[config.mk]
export PLATFORM = sky130hd
export DESIGN_NAME = colwin3x3
export DESIGN_NICKNAME = d
export VERILOG_FILES = /design/src/rtl/colwin_pkg.sv /design/src/rtl/colwin_delay_queue.sv /design/src/rtl/colwin_column_taps.sv /design/src/rtl/colwin_pos_track.sv /design/src/rtl/colwin3x3.sv
export SDC_FILE = /design/constraint.sdc
export NUM_CORES = 1
export LEC_CHECK = 0
export BUFFER_PORTS_ARGS = -buffer_cell sky130_fd_sc_hd__buf_2
export CORE_MARGIN = 2
export CORE_UTILIZATION = 50
export DETAILED_ROUTE_END_ITERATION = 8
export PLACE_DENSITY = 0.68
export SLEW_MARGIN = 15
export SYNTH_ARGS = -nofsm -noshare
export SYNTH_HDL_FRONTEND = slang
export SYNTH_SLANG_ARGS = --single-unit
export TNS_END_PERCENT = 100
[constraint.sdc]
create_clock -name clk -period 2.28 [get_ports clk]
set_input_delay 0.342 -clock clk [delete_from_list [all_inputs] [get_ports clk]]
set_output_delay 0.342 -clock clk [all_outputs]
set_load 0.02 [all_outputs]
[src/rtl/colwin_pkg.sv]
package colwin_pkg;
   localparam int WIN_SIDE = 3;
   localparam int WIN_PTS  = WIN_SIDE * WIN_SIDE;
   localparam int COL_CAP  = WIN_SIDE - 1;
endpackage

[src/rtl/colwin_delay_queue.sv]
module colwin_delay_queue #(
   parameter int W     = 8,
   parameter int DEPTH = 16
) (
   input  logic         clk,
   input  logic         rst_n,
   input  logic         en,
   input  logic [W-1:0] din,
   output logic [W-1:0] oldest
);
   initial begin
      if (DEPTH < 1) $error("DEPTH must be at least 1");
   end

   logic [W-1:0] mem [DEPTH];

   always_ff @(posedge clk or negedge rst_n) begin
      if (!rst_n) begin
         for (int i = 0; i < DEPTH; i++) mem[i] <= '0;
      end else if (en) begin
         mem[0] <= din;
         for (int i = 1; i < DEPTH; i++) mem[i] <= mem[i-1];
      end
   end

   assign oldest = mem[DEPTH-1];

   // an idle cycle leaves the queue untouched
   a_r7_queue_frozen: assert property (@(posedge clk) disable iff (!rst_n)
      !en |=> $stable(oldest));
endmodule

[src/rtl/colwin_column_taps.sv]
module colwin_column_taps #(
   parameter int W   = 8,
   parameter int LEN = 3
) (
   input  logic         clk,
   input  logic         rst_n,
   input  logic         en,
   input  logic         clr,
   input  logic [W-1:0] din,
   output logic [W-1:0] tap [LEN]
);
   initial begin
      if (LEN < 2) $error("LEN must be at least 2");
   end

   always_ff @(posedge clk or negedge rst_n) begin
      if (!rst_n) begin
         for (int i = 0; i < LEN; i++) tap[i] <= '0;
      end else if (en) begin
         tap[0] <= din;
         for (int i = 1; i < LEN; i++) tap[i] <= clr ? '0 : tap[i-1];
      end
   end

   // the row above is the previous newest value
   a_r2_vertical_shift: assert property (@(posedge clk) disable iff (!rst_n)
      (en && !clr) |=> tap[1] == $past(tap[0]));
endmodule

[src/rtl/colwin_pos_track.sv]
module colwin_pos_track #(
   parameter int STRIP_H = 16
) (
   input  logic clk,
   input  logic rst_n,
   input  logic accept,
   input  logic start,
   output logic win_ok
);
   import colwin_pkg::*;
   localparam int ROW_W = (STRIP_H > 1) ? $clog2(STRIP_H) : 1;
   localparam logic [ROW_W-1:0] ROW_LAST = ROW_W'(STRIP_H - 1);
   localparam logic [ROW_W-1:0] ROW_MIN  = ROW_W'(WIN_SIDE - 1);

   logic [ROW_W-1:0] row_q, cur_row;
   logic [1:0]       col_q, cur_col;

   assign cur_row = start ? '0 : row_q;
   assign cur_col = start ? '0 : col_q;
   assign win_ok  = (cur_col == 2'(COL_CAP)) && (cur_row >= ROW_MIN);

   always_ff @(posedge clk or negedge rst_n) begin
      if (!rst_n) begin
         row_q <= '0;
         col_q <= '0;
      end else if (accept) begin
         if (cur_row == ROW_LAST) begin
            row_q <= '0;
            col_q <= (cur_col == 2'(COL_CAP)) ? cur_col : cur_col + 2'd1;
         end else begin
            row_q <= cur_row + 1'b1;
            col_q <= cur_col;
         end
      end
   end

   // row index stays inside the strip
   a_r5_row_range: assert property (@(posedge clk) disable iff (!rst_n)
      row_q <= ROW_LAST);
   // column count saturates
   a_r5_col_sat: assert property (@(posedge clk) disable iff (!rst_n)
      col_q <= 2'(COL_CAP));
endmodule

[src/rtl/colwin3x3.sv]
module colwin3x3 #(
   parameter int PIX_W   = 8,
   parameter int STRIP_H = 16
) (
   input  logic               clk,
   input  logic               rst_n,
   input  logic               pix_valid,
   input  logic [PIX_W-1:0]   pix_data,
   input  logic               strip_start,
   output logic               win_valid,
   output logic [9*PIX_W-1:0] win_data
);
   import colwin_pkg::*;

   initial begin
      if (PIX_W < 1)   $error("PIX_W must be positive");
      if (STRIP_H < 3) $error("STRIP_H must cover the window height");
   end

   logic             accept, win_ok;
   logic [PIX_W-1:0] col_in [WIN_SIDE];
   logic [PIX_W-1:0] taps   [WIN_SIDE][WIN_SIDE];

   assign accept    = pix_valid;
   assign col_in[0] = pix_data;

   colwin_pos_track #(.STRIP_H(STRIP_H)) u_pos (
      .clk(clk), .rst_n(rst_n), .accept(accept),
      .start(strip_start), .win_ok(win_ok));

   for (genvar q = 0; q < WIN_SIDE - 1; q++) begin : g_queue
      colwin_delay_queue #(.W(PIX_W), .DEPTH(STRIP_H)) u_q (
         .clk(clk), .rst_n(rst_n), .en(accept),
         .din(col_in[q]), .oldest(col_in[q+1]));
   end

   for (genvar k = 0; k < WIN_SIDE; k++) begin : g_col
      colwin_column_taps #(.W(PIX_W), .LEN(WIN_SIDE)) u_taps (
         .clk(clk), .rst_n(rst_n), .en(accept), .clr(strip_start),
         .din(col_in[k]), .tap(taps[k]));
      for (genvar j = 0; j < WIN_SIDE; j++) begin : g_row
         assign win_data[(k*WIN_SIDE+j)*PIX_W +: PIX_W] = taps[k][j];
      end
   end

   always_ff @(posedge clk or negedge rst_n) begin
      if (!rst_n) win_valid <= 1'b0;
      else        win_valid <= accept && win_ok;
   end

   // a window follows an accepted pixel
   a_r3_valid_needs_pixel: assert property (@(posedge clk) disable iff (!rst_n)
      win_valid |-> $past(pix_valid));
   // idle cycle holds the window
   a_r7_stall_holds: assert property (@(posedge clk) disable iff (!rst_n)
      !pix_valid |=> (!win_valid && $stable(win_data)));
   // strip start never completes a window
   a_r6_flush: assert property (@(posedge clk) disable iff (!rst_n)
      (pix_valid && strip_start) |=> !win_valid);
endmodule

==> results.yml, run 1 <==
floorplan:
  io_pins: 85
  die_w_um: 161
  start_util_pct: 50.7
  core_um2: 24200
  rows: 57
  die_y_um: 161
  dieArea_um2: 25800
global_routing:
  grt_pass1_vias: 6660
  grt-busiest-layer: "met2"
  grt_max_degree: 81
  antenna_found_initial: 0
  grt_overflow: 0
  track_usage_pct: 16.1
  met1_usage_pct: 22.5
  grt_pass1_wl_um: 33900
  grt_use_met2_pct: 25.8
  grtUsageMet3_pct: 3.13
worst_setup_path:
  crit_required_ps: 1940
  critPathSlowestCell: "dfrtp_1"
  critPathArrivalTime_ps: 1180
  rrSetupSlack_ps: 830
  crit_buf_inv: 1
  endpoint_kind: "primary output"
  start_kind: "flop"
  critPathCapture: "win_data[24]"
  crit_start: "g_queue[1].u_q.mem[120]"
  crit_cells: 1
  slowest_delay_ps: 470
  r2r-start: "u_pos.col_q[0]"
  reg2reg_depth: 6
  rr_endpoint: "u_pos.col_q[1]"
  cp_top_family: "flip-flops"
  path_max_fanout: 4
  path_cells: "buf_2"
  crit_type: "flop to primary output"
detailed_routing:
  ant_nets: 0
  drt_first_iter_violations: 405
  drc: 0
  via_per_inst: 5.22
  wire_per_inst_um: 16.4
  dr.pass1.iters: 4
  vias: 6306
  routed_wl_um: 19800
cts:
  clock_latency_ps: 500
  htreeDepth: 2
  hold_buffers: 1
  clockBufferDepth: 3
  cts.sinks: 319
  cts_tree: "done"
  clk_pin_slew_worst_paths_ps: 60
  root_buffer: "clkbuf_16"
  cts_resized: 0
  cts_buffers: 34
  post_cts.repair.setup_buffers: 0
sta:
  max_slew.worst_pin.slew_ps: 662
  final.setup.tns_ps: 0
  report.final.slew_viol_count: 0
  hold_viol: 0
  slew_headroom_pct: 55.8
  rsz0062_at_grt: "false"
  timing.final.crit_share_pct: 66.8
  setup_viol: 0
  fin_crit_ps: 1520
  clock_skew_ps: 13.1
  fmax_ghz: 0.656
min_path:
  hold_class: "input port to flop"
  hold_depth: 2
  hp-start: "pix_data[5]"
cells_and_area:
  area_growth_pct: 14.6
  drive_gt1_share_pct: 45.1
  nets: 877
  n_antenna_cell: 0
power:
  peakVddDrop_v: 0.000623
  power.total_uw: 17000
  p_leak_uw: 0.00662
  p_per_area_nw_per_um2: 1210
placed_design:
  gp_congestion: 0.772
  port_buffers: 84
  dp_hpwl_um: 12900
logic_synthesis:
  synth.largest_area_cell: "dfrtp_1"
  synth.top_cells.by_area: "dfrtp_1 65%, mux2_2 22%, buf_6 2.5%, mux2_1 1.9%, o31ai_1 1.2%"
  synth.avg_cell_area_um2: 15.6
  synthDistinctLibCells: 29
  synth_nets: 798
  seq_area_frac_synth_pct: 65.1
  synthCells: 784
  yosysWarnings: 0
  syn-cell-area_um2: 12300
  yosys.area.top_type_share_pct: 65.1
  ys_ff_latch: 319
run:
  cap_violations: 0
status:
  outcome: "complete, no violations"
-- synthesized netlist by cell type --
library cell and instances:
buf_6 27, nand3b_1 14, nor2_1 1, clkbuf_1 9
a22o_1 8, o221ai_1 1, inv_2 1, o31ai_1 19
clkbuf_2 1, mux2_2 243, nand4_1 1, nor3_1 2
nand2b_1 1, a21oi_1 2, buf_2 7, o2bb2ai_1 2
buf_4 18, nand3_1 1, o21ai_0 21, o311a_1 1
mux2i_1 1, mux2_1 21, and4b_1 1, nor2b_1 3
a221o_1 2, nand2_1 31, inv_1 24, ha_1 2
dfrtp_1 319
-- metal layers --
metal	vias up	routed length, um
met5	-	0
met4	0	374
met3	29	842
met2	144	9210
met1	3250	9360
li1	2883	-
-- logic make-up after synthesis --
family	after synthesis	share of synthesized area (%)
AOI/OAI and AO/OA	56	3.13
and+or+nand+nor	55	2.30
buffers and inverters	87	4.95
DFF	319	65.1
muxes	265	24.3
adders and majority gates	2	0.204
-- power by group --
part / switching [uW] / total [uW] / internal [uW]
registers: 1030 / 8580 / 7540
logic: 1060 / 2670 / 1610
clock network: 2080 / 5740 / 3660
total: 4170 / 17000 / 12800
-- worst register-to-register path, delay by kind of cell, from the launching register on --
| family | cells | cell delay (ps) |
|---|---|---|
| flops | 1 | 370 |
| simple gates | 3 | 320 |
| fa+ha+maj | 1 | 300 |
| compound gates | 1 | 260 |
| buf+inv | 1 | 100 |
-- metrics by stage --
step / utilization (%) / hold WS [ps] / setup slack [ps] / instance area [um2] / std cells
after floorplan: - / 46.4 / 1010 / 12300 / 784
after global placement: 53.2 / 377 / 720 / 12900 / 1150
after detailed placement: 53.2 / 390 / 571 / 12900 / 1150
after CTS: 58.1 / 39.1 / 732 / 14100 / 1208
after global routing: 58.1 / 35.0 / 699 / 14100 / 1208
final: 58.1 / 58.6 / 756 / 14100 / 1208
-- cell usage in the layout (no fill, tap or decap), drive strengths merged, types with 2 or more instances in the layout --
cell,Yosys,routed
nand2,31,31
buf,52,104
a21oi,2,2
nand3b,14,14
a221o,2,2
o31ai,19,19
o2bb2ai,2,2
ha,2,2
nor2b,3,3
o21ai,21,21
nor3,2,2
clkbuf,10,48
clkinv,0,3
mux2,264,264
a22o,8,8
dfrtp,319,319
inv,25,25
bufinv,0,5
-- flip-flops by register name (all words and copies together) (netlist names) --
signal and flops:
win_valid 1, g_col.u_taps.tap 64, g_queue.u_q.oldest 16, g_queue.u_q.mem 232
u_pos.row_q 4, u_pos.col_q 2
-- final cells by class --
| type | instances | area, um2 |
|---|---|---|
| clock inverters | 9 | 173 |
| multi-input cells | 378 | 3670 |
| clock buffers | 48 | 1020 |
| well taps | 324 | 405 |
| flip-flops and latches | 319 | 7980 |
| fillers | 1839 | 10100 |
| repair buffers | 105 | 713 |
| inverters | 25 | 93.8 |
-- how the worst min path moves through the flow --
stage	end
after floorplan	g_col[0].u_taps.tap[0]
after global placement	g_col[0].u_taps.tap[12]
after detailed placement	g_col[0].u_taps.tap[10]
after CTS	g_col[0].u_taps.tap[20]
after global routing	g_col[0].u_taps.tap[20]
final	g_col[0].u_taps.tap[21]
No activity file was read; power rests on OpenSTA's default activity.
==> run 2, diff against run 1 <==
Settings changed: PLACE_DENSITY 0.68 to 0.71.
Clock period 2.28 ns to 1.2 ns, I/O delays scaled along.
==> results.yml, run 2 (synthesis results as in run 1) <==
cells_and_area:
  nets: 967
  largest_reg_flops: 232
  final_cell_mix: "313 x dfrtp_1, 243 x mux2_2, 91 x buf_4"
  top_register: "g_queue.u_q.mem"
  area_growth_pct: 24.3
  drive_gt1_share_pct: 51.4
  nFillCells: 1694
  layout_commonest_cell: "dfrtp_1"
  stdcell_area_um2: 15200
  post-route-util_pct: 63.0
  final_cells: 1302
global_routing:
  grt_overflow: 0
  antenna_found_initial: 1
  track_usage_pct: 17.4
  grt_pass1_vias: 7113
  grt_max_degree: 63
  grt_pass1_wl_um: 36800
power:
  p_leak_uw: 0.00714
  peakVddDrop_v: 0.00111
  p_per_area_nw_per_um2: 2140
placed_design:
  gp_congestion: 0.785
  placed_area_um2: 13000
  dp_hpwl_um: 12400
  port_buffers: 84
  dpl.cell_count: 1164
worst_setup_path:
  endpoint_kind: "primary output"
  crit_cells: 1
  path_cells: "buf_6"
  rr_endpoint: "u_pos.col_q[1]"
  critPathSlowestCell: "dfrtp_1"
  critPathCapture: "win_data[35]"
  slowest_delay_ps: 430
  crit_type: "flop to primary output"
  path_max_fanout: 2
  crit_buf_inv: 1
  cp_top_family: "flip-flops"
  rrSetupSlack_ps: -40
  critPathArrivalTime_ps: 1120
  crit_start: "g_col[1].u_taps.tap[11]"
  start_kind: "flop"
  crit_required_ps: 1020
  r2r-start: "u_pos.col_q[0]"
  reg2reg_depth: 6
sta:
  fmax_ghz: 0.771
  hold_viol: 0
  max_slew.worst_pin.slew_ps: 380
  setup_slack_ps: -97.7
  setup_viol: 74
  clock_skew_ps: 12.2
  timing.final.crit_share_pct: 108
  rsz0062_at_grt: "true"
  slew_headroom_pct: 74.4
  report.final.slew_viol_count: 0
  fin_crit_ps: 1300
detailed_routing:
  ant_nets: 0
  drc: 0
  drt_first_iter_violations: 466
  vias: 6732
  via_per_inst: 5.17
  wire_per_inst_um: 17.3
  dr.pass1.iters: 4
  routed_wl_um: 22500
cts:
  cts.sinks: 319
  clockBufferDepth: 3
  root_buffer: "clkbuf_16"
  htreeDepth: 1
  cts_tree: "done"
  clk_pin_slew_worst_paths_ps: 70
  clock_latency_ps: 550
  cts_buffers: 31
min_path:
  hp-start: "pix_valid"
  hold_class: "input port to flop"
run:
  cap_violations: 0
floorplan:
  dieArea_um2: 25800
  io_pins: 85
  start_util_pct: 50.7
  die_w_um: 161
  core_um2: 24200
  rows: 57
  die_y_um: 161
status:
  outcome: "finished with violations"
  violations: "negative setup slack"
==> run 2: changes by cell type in the layout (fill, tap and decap cells not counted), sizes merged <==
cell / change
buf: +84
clkbuf: -10
dlygate4sd3: +9
clkinv: +8
clkinvlp: +2
diode: +1
==> run 2: power by group <==
part | switching (uW) | total (uW) | leakage (uW) | internal [uW]
clock | 4000 | 10200 | 0.000541 | 6170
sequential | 1830 | 16200 | 0.00403 | 14300
combinational | 2380 | 6300 | 0.00257 | 3930
==> run 2: timing repair <==
action                                  4_1_cts  5_1_grt
hold endpoints to repair                    328        0
setup buffers                                46       24
hold buffers                                 10        0
endpoints found under the setup margin       74       75
gates resized for setup                     154        2
==> run 2: per-stage QoR <==
step                      hold slack (ps)  setup WS [ps]  power [uW]  TNS, ps
after CTS                            3.58           -133       32800    -5960
after global routing                 47.0           -136       34400    -7320
after floorplan                      -116           27.7       20000        0
after global placement               72.4          -21.4       21300     -220
final                                36.4          -97.7       32600    -4780
after detailed placement             70.1          -39.2       21600     -444
==> run 2: worst min path at each step <==
stage | cells after the start | to | slack (ps)
after global routing | 2 | g_col[1].u_taps.tap[8] | 50
after floorplan | 0 | g_col[0].u_taps.tap[0] | -120
final | 2 | g_col[1].u_taps.tap[8] | 40
after CTS | 2 | g_col[2].u_taps.tap[11] | 4
after global placement | 1 | g_col[1].u_taps.tap[6] | 70
after detailed placement | 1 | g_col[1].u_taps.tap[6] | 70
==> run 2: area by class of cell <==
type / count / area (um2) / area share [%]
Tap cell: 324 / 405 / 2.66
Clock inverter: 19 / 235 / 1.54
Clock buffer: 38 / 862 / 5.66
Antenna cell: 1 / 2.50 / 0.0164
Multi-Input combinational cell: 378 / 3710 / 24.3
Sequential cell: 319 / 7990 / 52.4
Timing Repair Buffer: 198 / 1940 / 12.7
Inverter: 25 / 93.8 / 0.616
==> run 2: metal layers <==
| metal | up-vias | part of all wire [%] | GRT usage [%] |
|---|---|---|---|
| met4 | 0 | 2.6 | 5.57 |
| li1 | 3073 | - | - |
| met2 | 147 | 49 | 28.3 |
| met3 | 40 | 4.9 | 3.10 |
| met5 | - | 0 | 0 |
| met1 | 3472 | 43 | 24.1 |
==> run 3, diff against run 2 <==
Settings changed: CORE_UTILIZATION 50 to 55, GPL_TIMING_DRIVEN set to 0, PLACE_DENSITY 0.71 to 0.74.
Clock period 1.2 ns to 1.5 ns, I/O delays scaled along.
==> results.yml, run 3 (synthesis results as in run 1) <==
power:
  pwr-share-comb_pct: 17.9
  pwr-share-seq_pct: 51.1
  p_sw_share_pct: 26.0
  p_int_uw: 18900
  p_leak_uw: 0.00680
  p_sw_uw: 6610
  p_per_area_nw_per_um2: 1780
  peakVddDrop_v: 0.00112
  clkPwrFrac_pct: 30.9
worst_setup_path:
  crit_required_ps: 1270
  crit_type: "flop to primary output"
  critPathArrivalTime_ps: 1240
  endpoint_kind: "primary output"
  path_max_fanout: 4
  start_kind: "flop"
detailed_routing:
  drc: 0
  vias: 6560
  via_per_inst: 5.36
  ant_nets: 0
  wire_per_inst_um: 17.7
  drt_first_iter_violations: 348
  routed_wl_um: 21600
  dr.pass1.iters: 6
sta:
  slew_headroom_pct: 62.0
  final.setup.tns_ps: 0
  rsz0062_at_grt: "false"
  clock_skew_ps: 14.8
  max_slew.worst_pin.slew_ps: 570
  report.final.slew_viol_count: 0
  timing.final.crit_share_pct: 97.7
  hold_viol: 72
  fmax_ghz: 0.683
  hold_slack_ps: -321
  setup_viol: 0
  fin_crit_ps: 1470
placed_design:
  gp_congestion: 0.759
  port_buffers: 83
  dp_hpwl_um: 13800
floorplan:
  rows: 54
  core_um2: 21800
  io_pins: 85
  dieArea_um2: 23500
  die_w_um: 153
  die_y_um: 153
  start_util_pct: 56.2
cells_and_area:
  top_register: "g_queue.u_q.mem"
  drive_gt1_share_pct: 47.3
  layout_commonest_cell: "dfrtp_1"
  nFillCells: 1541
  largest_reg_flops: 232
  post-route-util_pct: 65.6
  final_cell_mix: "312 x dfrtp_1, 243 x mux2_2, 87 x buf_2"
  area_growth_pct: 16.7
  nets: 933
cts:
  cts_tree: "done"
  cts.sinks: 319
  clock_latency_ps: 510
  htreeDepth: 2
  cts_buffers: 34
  clockBufferDepth: 3
  root_buffer: "clkbuf_16"
  clk_pin_slew_worst_paths_ps: 60
  hold_buffers: 8
global_routing:
  antenna_found_initial: 1
  grt_max_degree: 87
  grt_pass1_vias: 6782
  grt_pass1_wl_um: 36300
  track_usage_pct: 19.1
  grt_overflow: 0
status:
  violations: "negative hold slack"
  outcome: "finished with violations"
min_path:
  hold_class: "input port to async pin"
run:
  cap_violations: 0
[run 3: worst paths after layout]
check	start	endpoint	slack (ps)	depth (start not counted)
max	g_col[0].u_taps.tap[19]	win_data[3]	30	2
min	rst_n	g_col[0].u_taps.tap[5]	-320	1
max reg2reg	u_pos.col_q[0]	u_pos.col_q[1]	110	6
min reg2reg	g_col[0].u_taps.tap[1]	g_col[0].u_taps.tap[1]	470	2
max in group asynchronous	rst_n	g_queue[1].u_q.mem[66]	590	3
min in group clk	strip_start	u_pos.col_q[0]	210	3
[run 3: per-stage QoR]
step	instance area [um2]	total power [uW]	instances	setup slack [ps]
floorplan	12300	16000	784	226
global placement	13000	17200	1147	-5720
detailed placement	13100	17500	1150	16.5
CTS	14300	25800	1225	13.6
global route	14300	26800	1223	1.15
finish	14300	25500	1224	34.9
[run 3: worst max-delay path, stage by stage, from the launching register on]
cell	delay, ps
dfrtp_1	430
buf_4	150
buf_2	150
[run 3: layout make-up]
| cell class | instances | area [um2] | share of cell area, % |
|---|---|---|---|
| diodes | 1 | 2.50 | 0.0175 |
| plain buffers | 60 | 498 | 3.48 |
| clock buffers | 51 | 1010 | 7.03 |
| clock inverters | 9 | 52.6 | 0.367 |
| inverters | 25 | 93.8 | 0.656 |
| multi-input cells | 378 | 3670 | 25.7 |
| flip-flops and latches | 319 | 7990 | 55.8 |
| well taps | 280 | 350 | 2.45 |
| repair buffers | 101 | 646 | 4.51 |
[run 3: power groups by stage]
stage / Combinational (uW) / Sequential (uW) / Clock [uW]
5_1_grt: 4990 / 13400 / 8400
2_1_floorplan: 3290 / 12700 / 0
3_3_place_gp: 4110 / 13100 / 0
6_report: 4570 / 13000 / 7880
3_5_place_dp: 4310 / 13200 / 0
4_1_cts: 4670 / 13000 / 8060
[run 3: repair_timing]
| action | 4_1_cts | 5_1_grt |
|---|---|---|
| gates resized for setup | 7 | 2 |
| buffers inserted | 7 | 0 |
| setup endpoints to repair | 7 | 2 |
| endpoints found under the hold margin | 80 | 72 |
[run 3: layer usage]
metal	GRT usage, %	wire (um)	up-vias	share of wire, %
met5	0	0	-	0
met4	6.00	359	0	1.7
met3	3.35	987	36	4.6
met2	28.3	9540	138	44
met1	29.1	10700	3392	50
li1	-	-	2994	-
